File: src/rtl/smbdac_pkg.sv
package smbdac_pkg;
    localparam int CODE_W = 10;
    localparam int MODE_W = 3;
    localparam int ADDR_W = 7;
    localparam int BYTE_W = 8;
    localparam int HI_W   = CODE_W - BYTE_W;
    localparam int BITC_W = $clog2(BYTE_W + 1);

    typedef struct packed {
        logic [MODE_W-1:0] mode;
        logic              flag;
        logic [CODE_W-1:0] code;
    } dac_word_t;

    typedef enum logic [1:0] {
        RX_IDLE,
        RX_SHIFT,
        RX_ACK,
        RX_SKIP
    } rx_state_t;

    function automatic logic [ADDR_W-1:0] strap_addr(input logic [1:0] s);
        case (s)
            2'd0:    return 7'h2D;
            2'd1:    return 7'h2F;
            2'd2:    return 7'h2E;
            default: return 7'h2C;
        endcase
    endfunction

    function automatic logic [CODE_W-1:0] strap_default(input logic [1:0] s);
        return (s == 2'd3) ? (CODE_W'(1) << (CODE_W - 1)) : '0;
    endfunction
endpackage

File: src/rtl/smbdac_sync.sv
module smbdac_sync #(
    parameter int WIDTH  = 2,
    parameter int STAGES = 2
) (
    input  logic             clk,
    input  logic             rst,
    input  logic [WIDTH-1:0] din,
    output logic [WIDTH-1:0] lvl,
    output logic [WIDTH-1:0] rise,
    output logic [WIDTH-1:0] fall
);
    for (genvar g = 0; g < WIDTH; g++) begin : g_line
        logic [STAGES-1:0] sh_q;
        logic              prev_q;
        always_ff @(posedge clk) begin
            if (rst) begin
                sh_q   <= '1;
                prev_q <= 1'b1;
            end else begin
                sh_q   <= {sh_q[STAGES-2:0], din[g]};
                prev_q <= sh_q[STAGES-1];
            end
        end
        assign lvl[g]  = sh_q[STAGES-1];
        assign rise[g] = sh_q[STAGES-1] & ~prev_q;
        assign fall[g] = ~sh_q[STAGES-1] & prev_q;
    end
endmodule

File: src/rtl/smbdac_rx.sv
module smbdac_rx
    import smbdac_pkg::*;
(
    input  logic      clk,
    input  logic      rst,
    input  logic      scl_lvl,
    input  logic      scl_rise,
    input  logic      scl_fall,
    input  logic      sda_lvl,
    input  logic      sda_rise,
    input  logic      sda_fall,
    input  logic [1:0] strap,
    output logic      sda_pull,
    output logic      commit,
    output dac_word_t wdata
);
    rx_state_t         st_q;
    logic [BITC_W-1:0] bit_q;
    logic [1:0]        byte_q;
    logic [BYTE_W-1:0] sh_q;
    logic [BYTE_W-1:0] hold_q;
    logic              commit_q;
    dac_word_t         word_q;
    logic              start;
    logic              stop;
    logic              full;

    assign start = scl_lvl & sda_fall;
    assign stop  = scl_lvl & sda_rise;
    assign full  = (bit_q == BITC_W'(BYTE_W));

    always_ff @(posedge clk) begin
        if (rst) begin
            st_q     <= RX_IDLE;
            bit_q    <= '0;
            byte_q   <= '0;
            sh_q     <= '0;
            hold_q   <= '0;
            commit_q <= 1'b0;
            word_q   <= '0;
        end else begin
            commit_q <= 1'b0;
            if (start) begin
                st_q   <= RX_SHIFT;
                bit_q  <= '0;
                byte_q <= '0;
            end else if (stop) begin
                st_q <= RX_IDLE;
            end else begin
                case (st_q)
                    RX_SHIFT: begin
                        if (scl_rise && !full) begin
                            sh_q  <= {sh_q[BYTE_W-2:0], sda_lvl};
                            bit_q <= bit_q + 1'b1;
                        end else if (scl_fall && full) begin
                            if (byte_q == 2'd0)
                                st_q <= (sh_q[BYTE_W-1:1] == strap_addr(strap) && !sh_q[0])
                                        ? RX_ACK : RX_SKIP;
                            else
                                st_q <= RX_ACK;
                            if (byte_q == 2'd1)
                                hold_q <= sh_q;
                        end
                    end
                    RX_ACK: begin
                        if (scl_fall) begin
                            bit_q <= '0;
                            if (byte_q == 2'd2) begin
                                st_q        <= RX_SKIP;
                                commit_q    <= 1'b1;
                                word_q.mode <= hold_q[BYTE_W-1 -: MODE_W];
                                word_q.flag <= hold_q[BYTE_W-1-MODE_W];
                                word_q.code <= {hold_q[HI_W-1:0], sh_q};
                            end else begin
                                byte_q <= byte_q + 1'b1;
                                st_q   <= RX_SHIFT;
                            end
                        end
                    end
                    default: ;
                endcase
            end
        end
    end

    assign sda_pull = (st_q == RX_ACK);
    assign commit   = commit_q;
    assign wdata    = word_q;


    commit_once_chk: assert property (@(posedge clk) disable iff (rst)
        commit_q |=> !commit_q);

    stop_release_chk: assert property (@(posedge clk) disable iff (rst)
        stop |=> !sda_pull);

    skip_no_commit_chk: assert property (@(posedge clk) disable iff (rst)
        (st_q == RX_SKIP) |=> !commit_q);
endmodule

File: src/rtl/smbdac_regs.sv
module smbdac_regs
    import smbdac_pkg::*;
(
    input  logic       clk,
    input  logic       rst,
    input  logic [1:0] strap,
    input  logic       shdn_n,
    input  logic       en_mode,
    input  logic       en_code,
    input  dac_word_t  wdata,
    output dac_word_t  held,
    output logic       dac_en
);
    dac_word_t word_q;
    logic      en_q;

    always_ff @(posedge clk) begin
        if (rst) begin
            word_q.mode <= '0;
            word_q.flag <= 1'b0;
            word_q.code <= strap_default(strap);
            en_q        <= 1'b0;
        end else begin
            if (en_mode)
                word_q.mode <= wdata.mode;
            if (en_code) begin
                word_q.flag <= wdata.flag;
                word_q.code <= wdata.code;
            end
            en_q <= shdn_n;
        end
    end

    assign held   = word_q;
    assign dac_en = en_q;


    code_load_chk: assert property (@(posedge clk) disable iff (rst)
        en_code |=> (held.code == $past(wdata.code)));

    code_hold_chk: assert property (@(posedge clk) disable iff (rst)
        !en_code |=> $stable(held.code));

    en_follow_chk: assert property (@(posedge clk) disable iff (rst)
        $past(!rst) |-> (dac_en == $past(shdn_n)));
endmodule

File: src/rtl/smbdac_top.sv
module smbdac_top
    import smbdac_pkg::*;
(
    input  logic              clk,
    input  logic              rst,
    input  logic              scl_in,
    input  logic              sda_in,
    output logic              sda_pull,
    input  logic [1:0]        strap,
    input  logic              shdn_n,
    output logic [CODE_W-1:0] dac_code,
    output logic [MODE_W-1:0] dac_mode,
    output logic              dac_flag,
    output logic              dac_en
);
    logic [1:0] lvl, rise, fall;
    logic       commit;
    dac_word_t  wdata;
    dac_word_t  held;

    smbdac_sync #(.WIDTH(2), .STAGES(2)) u_sync (
        .clk (clk),
        .rst (rst),
        .din ({sda_in, scl_in}),
        .lvl (lvl),
        .rise(rise),
        .fall(fall)
    );

    smbdac_rx u_rx (
        .clk     (clk),
        .rst     (rst),
        .scl_lvl (lvl[0]),
        .scl_rise(rise[0]),
        .scl_fall(fall[0]),
        .sda_lvl (lvl[1]),
        .sda_rise(rise[1]),
        .sda_fall(fall[1]),
        .strap   (strap),
        .sda_pull(sda_pull),
        .commit  (commit),
        .wdata   (wdata)
    );

    smbdac_regs u_regs (
        .clk    (clk),
        .rst    (rst),
        .strap  (strap),
        .shdn_n (shdn_n),
        .en_mode(commit),
        .en_code(commit),
        .wdata  (wdata),
        .held   (held),
        .dac_en (dac_en)
    );

    assign dac_code = held.code;
    assign dac_mode = held.mode;
    assign dac_flag = held.flag;
endmodule

File: config.mk
export PLATFORM = sky130hd
export DESIGN_NAME = smbdac_top
export DESIGN_NICKNAME = d
export VERILOG_FILES = /design/src/rtl/smbdac_pkg.sv /design/src/rtl/smbdac_sync.sv /design/src/rtl/smbdac_rx.sv /design/src/rtl/smbdac_regs.sv /design/src/rtl/smbdac_top.sv
export SDC_FILE = /design/constraint.sdc
export NUM_CORES = 1
export LEC_CHECK = 0
export BUFFER_PORTS_ARGS = -buffer_cell sky130_fd_sc_hd__clkbuf_2
export CORE_MARGIN = 2
export CORE_UTILIZATION = 35
export DETAILED_ROUTE_END_ITERATION = 7
export GPL_TIMING_DRIVEN = 0
export SETUP_SLACK_MARGIN = 0.2
export SYNTH_ARGS = -nofsm -noshare
export SYNTH_HDL_FRONTEND = slang
export SYNTH_SLANG_ARGS = --single-unit
File: constraint.sdc
create_clock -name clk -period 1.9 [get_ports clk]
set_input_delay 0.095 -clock clk [delete_from_list [all_inputs] [get_ports clk]]
set_output_delay 0.095 -clock clk [all_outputs]
set_load 0.01 [all_outputs]
# Yosys cells after proc, flatten, opt, wreduce, memory -nomap -nowiden
# Index checks and enable logic that the tools add are counted.
[word_totals]
ff_bits = 60
inputBits = 7
out_inout_bits = 16
[classes]
addsub = 2
eq_ne = 16
n_mux = 24
bitwise_logic = 16
n_reduce_logical = 20
[op_table]
columns = ["cell", "count"]
rows = [
  ["$mux W7", 7],
  ["$mux W10", 3],
  ["$reduce_and A4 Y1", 5],
  ["$mux W2", 5],
  ["$not A1 Y1", 10],
  ["$eq A2 B2 Y1 const B", 4],
  ["$mux W4", 2],
  ["$ne A4 B1 Y1 const B", 2],
  ["$pmux W4 S2", 1],
  ["$eq A7 B7 Y1", 1],
  ["$and A1 B1 Y1", 6],
  ["$eq A2 B1 Y1 const B", 3],
  ["$ne A2 B1 Y1 const B", 3],
  ["$pmux W2 S3", 1],
  ["$reduce_and A6 Y1", 1],
  ["$reduce_and A5 Y1", 1],
  ["$reduce_or A5 Y1", 1],
  ["$add A4 B1 Y4 const B", 1],
  ["$eq A4 B4 Y1 const B", 1],
  ["$logic_not A2 Y1", 2],
  ["$mux W1", 4],
  ["$ne A4 B2 Y1 const B", 1],
  ["$pmux W2 S2", 1],
  ["$reduce_bool A2 Y1", 2],
  ["other kinds (7)", 10],
]

# Depth between registers and ports, before layout
[depth]
word_depth = 18
ltp_mapped = 7
ltp_nobuf = 6

# Modules after synthesis
# Synthesis repeated with hierarchy kept, for this count alone.
[hier_totals]
cells_unflattened = 221
hier_area_um2 = 2417.3
[by_module_without_submodules]
columns = ["module", "n_inst", "cells_per_inst", "area_each_um2", "seq_area_each_um2"]
rows = [
  ["smbdac_rx", 1, 165, 1654.1, 740.7],
  ["smbdac_regs", 1, 38, 565.5, 400.4],
  ["smbdac_sync", 1, 18, 197.7, 120.1],
]

# Least setup slack after synthesis
# OpenSTA, ideal clock, no wires.
[synth_timing]
path_kind = "register -> register"
startpoint = "register u_rx.bit_q[0]"
endpoint = "register u_rx.bit_q[2]"
setup_time_ns = 0.070
t_arrival_ns = 1.563
required_time_ns = 1.830
path_slack_ns = 0.267
stages_incl_launch_ff = 7
path_buffers = 0
synth_period_minus_slack_ns = 1.633
path_cell_list = "dfxtp_1 -> inv_1 -> ha_1 -> nand3b_1 -> a21boi_1 -> or4_1 -> a21oi_1"
[synth_between]
elab_chain_len = 5
word_cells_on_any_way = 8
classes_between = "add/sub: 1; eq/ne: 2; mux: 2; reduce/logical: 3"
[synth_lines]
columns = ["item", "line", "text"]
rows = [
  ["start, declared", "smbdac_rx.sv:18", "logic [BITC_W-1:0] bit_q;"],
  ["start signal, assigned", "smbdac_rx.sv:54", "bit_q <= bit_q + 1'b1;"],
  ["branches (longest 5 deep; another with $add A4 B1 Y4)", "--", ""],
]
# Parallel ways; which one is timed is not known. The select of a mux whose other input is x is not followed.
# A chain may end at the register's enable or synchronous reset.

# Worst setup path in the final report
[layout_timing]
startpoint = "register u_rx.bit_q[1]"
endpoint = "register u_rx.st_q[0]"
[layout_between]
elab_chain_len = 5
word_cells_on_any_way = 7
classes_between = "eq/ne: 3; reduce/logical: 4"
[layout_lines]
columns = ["item", "line", "text"]
rows = [
  ["$eq A4 B4 Y1 (*)", "smbdac_rx.sv:30", "assign full = (bit_q == BITC_W'(BYTE_W));"],
  ["$logic_not A1 Y1", "smbdac_rx.sv:52", "if (scl_rise && !full) begin"],
  ["$logic_and A1 B1 Y1", "smbdac_rx.sv:52", ""],
  ["$ne A4 B2 Y1 (no line)", "--", ""],
  ["$reduce_and A4 Y1 (no line) (*)", "--", ""],
  ["end signal, assigned", "smbdac_rx.sv:57", "st_q <= (sh_q[BYTE_W-1:1] == strap_addr(strap) && !sh_q[0])"],
  ["end, declared", "smbdac_rx.sv:17", "rx_state_t st_q;"],
]
# Every way passes the cells marked *; elsewhere a longest branch is shown, timed or not.

==> impl_metrics.tcl <==
set metrics [dict create \
    gp_congestion 0.788 \
    cts_tree "done" \
    power.switching_uw 667 \
    yosysSeqAreaShare 0.530 \
    synth.most_common_cell "dfxtp_1" \
    synth_enable_flop_cells 10 \
    period_share 0.891 \
    synth_top_cell_area_share 0.404 \
    max_slew_margin 0.677 \
    finalNetCount 300 \
    dr.pass1.iters 4 \
    first_iter_violations 82 \
    vias 1763 \
    finalCriticalPeriod_ns 1.69 \
    first_global_vias 1647 \
    htreeDepth 3 \
    r2r_cells 7 \
    clkPwrFrac 0.394 \
    synth_top_area_cell "dfxtp_1" \
    cap_violations 0 \
    whs_path_depth 3 \
    finalMaxSlewViolations 0 \
    pre_cts_slack_ns -0.193 \
    hold_path_class "in2reg" \
    setup_slack_ns 0.206 \
    start_util 0.356 \
    rsz0062_at_grt "yes" \
    p_leak_uw 0.00119 \
    skew_ns 0.00940 \
    area_growth_pct 26.5 \
    ys.flop_type "dfxtp_1" \
    antenna_cells 0 \
    netlist_area_sq_um 2380 \
    finalHoldViolCount 0 \
    ys_types 40 \
    power_frac_comb 0.109 \
    io-pin-count 23 \
    slowest_delay_ns 0.35 \
    timing.critical_path.buf_inv 2 \
    die_x_um 86.5 \
    path_max_fanout 5 \
    synthTopCellsByCount "dfxtp_1 (48), nand2_1 (31), nor2_1 (25), a21oi_1 (19), mux2i_1 (19)" \
    setup_violations 0 \
    rows 30 \
    grt_max_degree 11 \
    end_kind "flip-flop" \
    ys_seq_elements 58 \
    antenna_found_initial 0 \
    hold_start "strap[0]" \
    place_area_sq_um 2580 \
    synthTopCellsByArea "dfxtp_1 (40%), edfxtp_1 (13%), mux2i_1 (8.0%)" \
    switching_share 0.256 \
    path_clk_slew_ns 0.07 \
    async_reset_ff_frac 0 \
    clockBufferDepth 2 \
    via_per_inst 4.76 \
    netlist_instances 240 \
    irDropWorstVdd_uv 438 \
    fp.dieH_um 86.5 \
    finalNonFillerCells 370 \
    grt_overflow 0 \
    seq_power_share 0.497 \
    rr_startpoint "u_rx.bit_q[1]" \
    drive_above_1_share 0.290 \
    tightest_slew_ns 0.484 \
    dp.cells 341 \
    routedWlPerCell_um 13.1 \
    status "complete, no violations" \
    synth.avg_cell_area_sq_um 9.92 \
    io_buffers 21 \
    p_per_area_nw_per_um2 865 \
    path_class "reg2reg" \
    clock_latency_ns 0.34 \
    grt_pass1_wl_um 7840 \
    r2r_end "u_rx.st_q[0]" \
    cp_slowest_cell "dfxtp_4" \
    synth_nets 255 \
    cp_top_family "compound AO/OA/AOI/OAI gates" \
    numCtsBuffers 9 \
    fmax_mhz 590 \
    tns_ns 0 \
    start_kind "flip-flop" \
    worstPathArrival_ns 1.94 \
    cp.required_ns 2.15 \
    internal_power_uw 1940 \
    final_cell_area_sq_um 3010 \
    fillers 630 \
    grt_use_total 0.138 \
    cts_root_buf "clkbuf_8" \
    antenna_left 0 \
    yosys_warnings 0 \
    hold_path_end "u_regs.held[9]" \
    final_util 0.451 \
    crit_path_cell_trace "inv_2 > ha_4 > nand3b_1 > buf_4 > o31a_1 > a211o_1 > o32ai_2" \
    die_area_sq_um 7480 \
    core_sq_um 6680 \
    cts_sinks 58 \
    hpwl_um 3000 \
    ff2ff_setup_slack_ns 0.21 \
    drcViolationCount 0 \
    wirelength_um 4840 \
]
[sequential cells by signal (all words and copies together) (netlist names)]
name and cells:
u_regs.dac_en 1, u_regs.held 14, u_rx.bit_q 4, u_rx.byte_q 2, u_rx.commit 1, u_rx.hold_q 6
u_rx.sh_q 8, u_rx.st_q 2, u_rx.wdata 14, u_sync.g_line.prev_q 2, u_sync.g_line.sh_q 4
[what timing repair did]
| item | CTS | global route |
|---|---|---|
| endpoints found under the hold margin | 3 | 0 |
| buffers inserted | 6 | 4 |
| pin swaps | 3 | 12 |
| hold buffers | 3 | 0 |
| gates resized for setup | 10 | 25 |
| setup endpoints to repair | 35 | 30 |
[through the flow]
stage	total power [uW]	hold slack, ns
2_1_floorplan	1450	0.199
3_5_place_dp	1510	0.281
6_report	2600	0.216
4_1_cts	2570	0.213
3_3_place_gp	1500	0.282
5_1_grt	2690	0.251
[final cells by class]
cell class              count  area [sq um]  share of cell area
well taps                  80           100              0.0333
plain buffers              12          52.6              0.0175
flip-flops and latches     58          1270               0.421
repair buffers             34           223              0.0740
multi-input cells         160          1150               0.382
clock buffers              11           151              0.0503
clock inverters             5          28.8             0.00956
inverters                  10          37.5              0.0125
[how the worst max path moves through the flow]
stage / end / slack, ns / from / cells past startpoint
floorplan: u_rx.bit_q[2] / 0.27 / u_rx.bit_q[0] / 6
global placement: u_rx.wdata[10] / -0.18 / u_rx.st_q[0] / 7
detailed placement: u_rx.wdata[10] / -0.19 / u_rx.st_q[0] / 7
CTS: u_rx.st_q[0] / 0.18 / u_rx.bit_q[1] / 7
global route: u_rx.st_q[0] / 0.12 / u_rx.bit_q[1] / 7
finish: u_rx.st_q[0] / 0.21 / u_rx.bit_q[1] / 7
[cell usage in the layout, fill, tap and decap left out, drive strengths merged, types with 2 or more instances in the layout]
cell	count
dfxtp	48
clkbuf	43
nand2	31
nor2	25
mux2i	19
a21oi	19
nor2b	13
buf	11
edfxtp	10
inv	10
or2	8
ha	8
xnor2	3
o21ai	3
dlygate4sd3	3
or4	3
clkinv	3
and3	2
o31ai	2
clkinvlp	2
nand2b	2
a211o	2
[logic make-up (layout without fill, tap and decap cells)]
kind of cell / after synthesis / in the layout / share of synthesized area
mux: 20 / 20 / 0.0846
simple gates: 94 / 94 / 0.202
compound gates: 34 / 34 / 0.0910
buf+inv: 22 / 72 / 0.0352
fa+ha+maj: 8 / 8 / 0.0421
xor+xnor: 4 / 4 / 0.0147
flops: 58 / 58 / 0.530
[power by group through the flow]
stage	Combinational [uW]	Clock, uW	Sequential [uW]
6_report	283	1030	1290
4_1_cts	231	1050	1290
3_5_place_dp	187	0	1320
5_1_grt	307	1090	1300
3_3_place_gp	183	0	1320
2_1_floorplan	126	0	1320
[metal layers]
layer / track usage / wire [um] / vias up
met2: 0.196 / 2060 / 23
met1: 0.186 / 2540 / 823
met5: 0 / 0 / -
met3: 0.0410 / 130 / 12
met4: 0.0781 / 106 / 0
li1: - / - / 905
[tightest hold or removal path, delay by kind of cell]
kind	cells	cell delay [ns]
buf+inv	1	0.08
mux	1	0.14
fa+ha+maj	1	0.14
No activity file was read; power rests on OpenSTA's default activity.
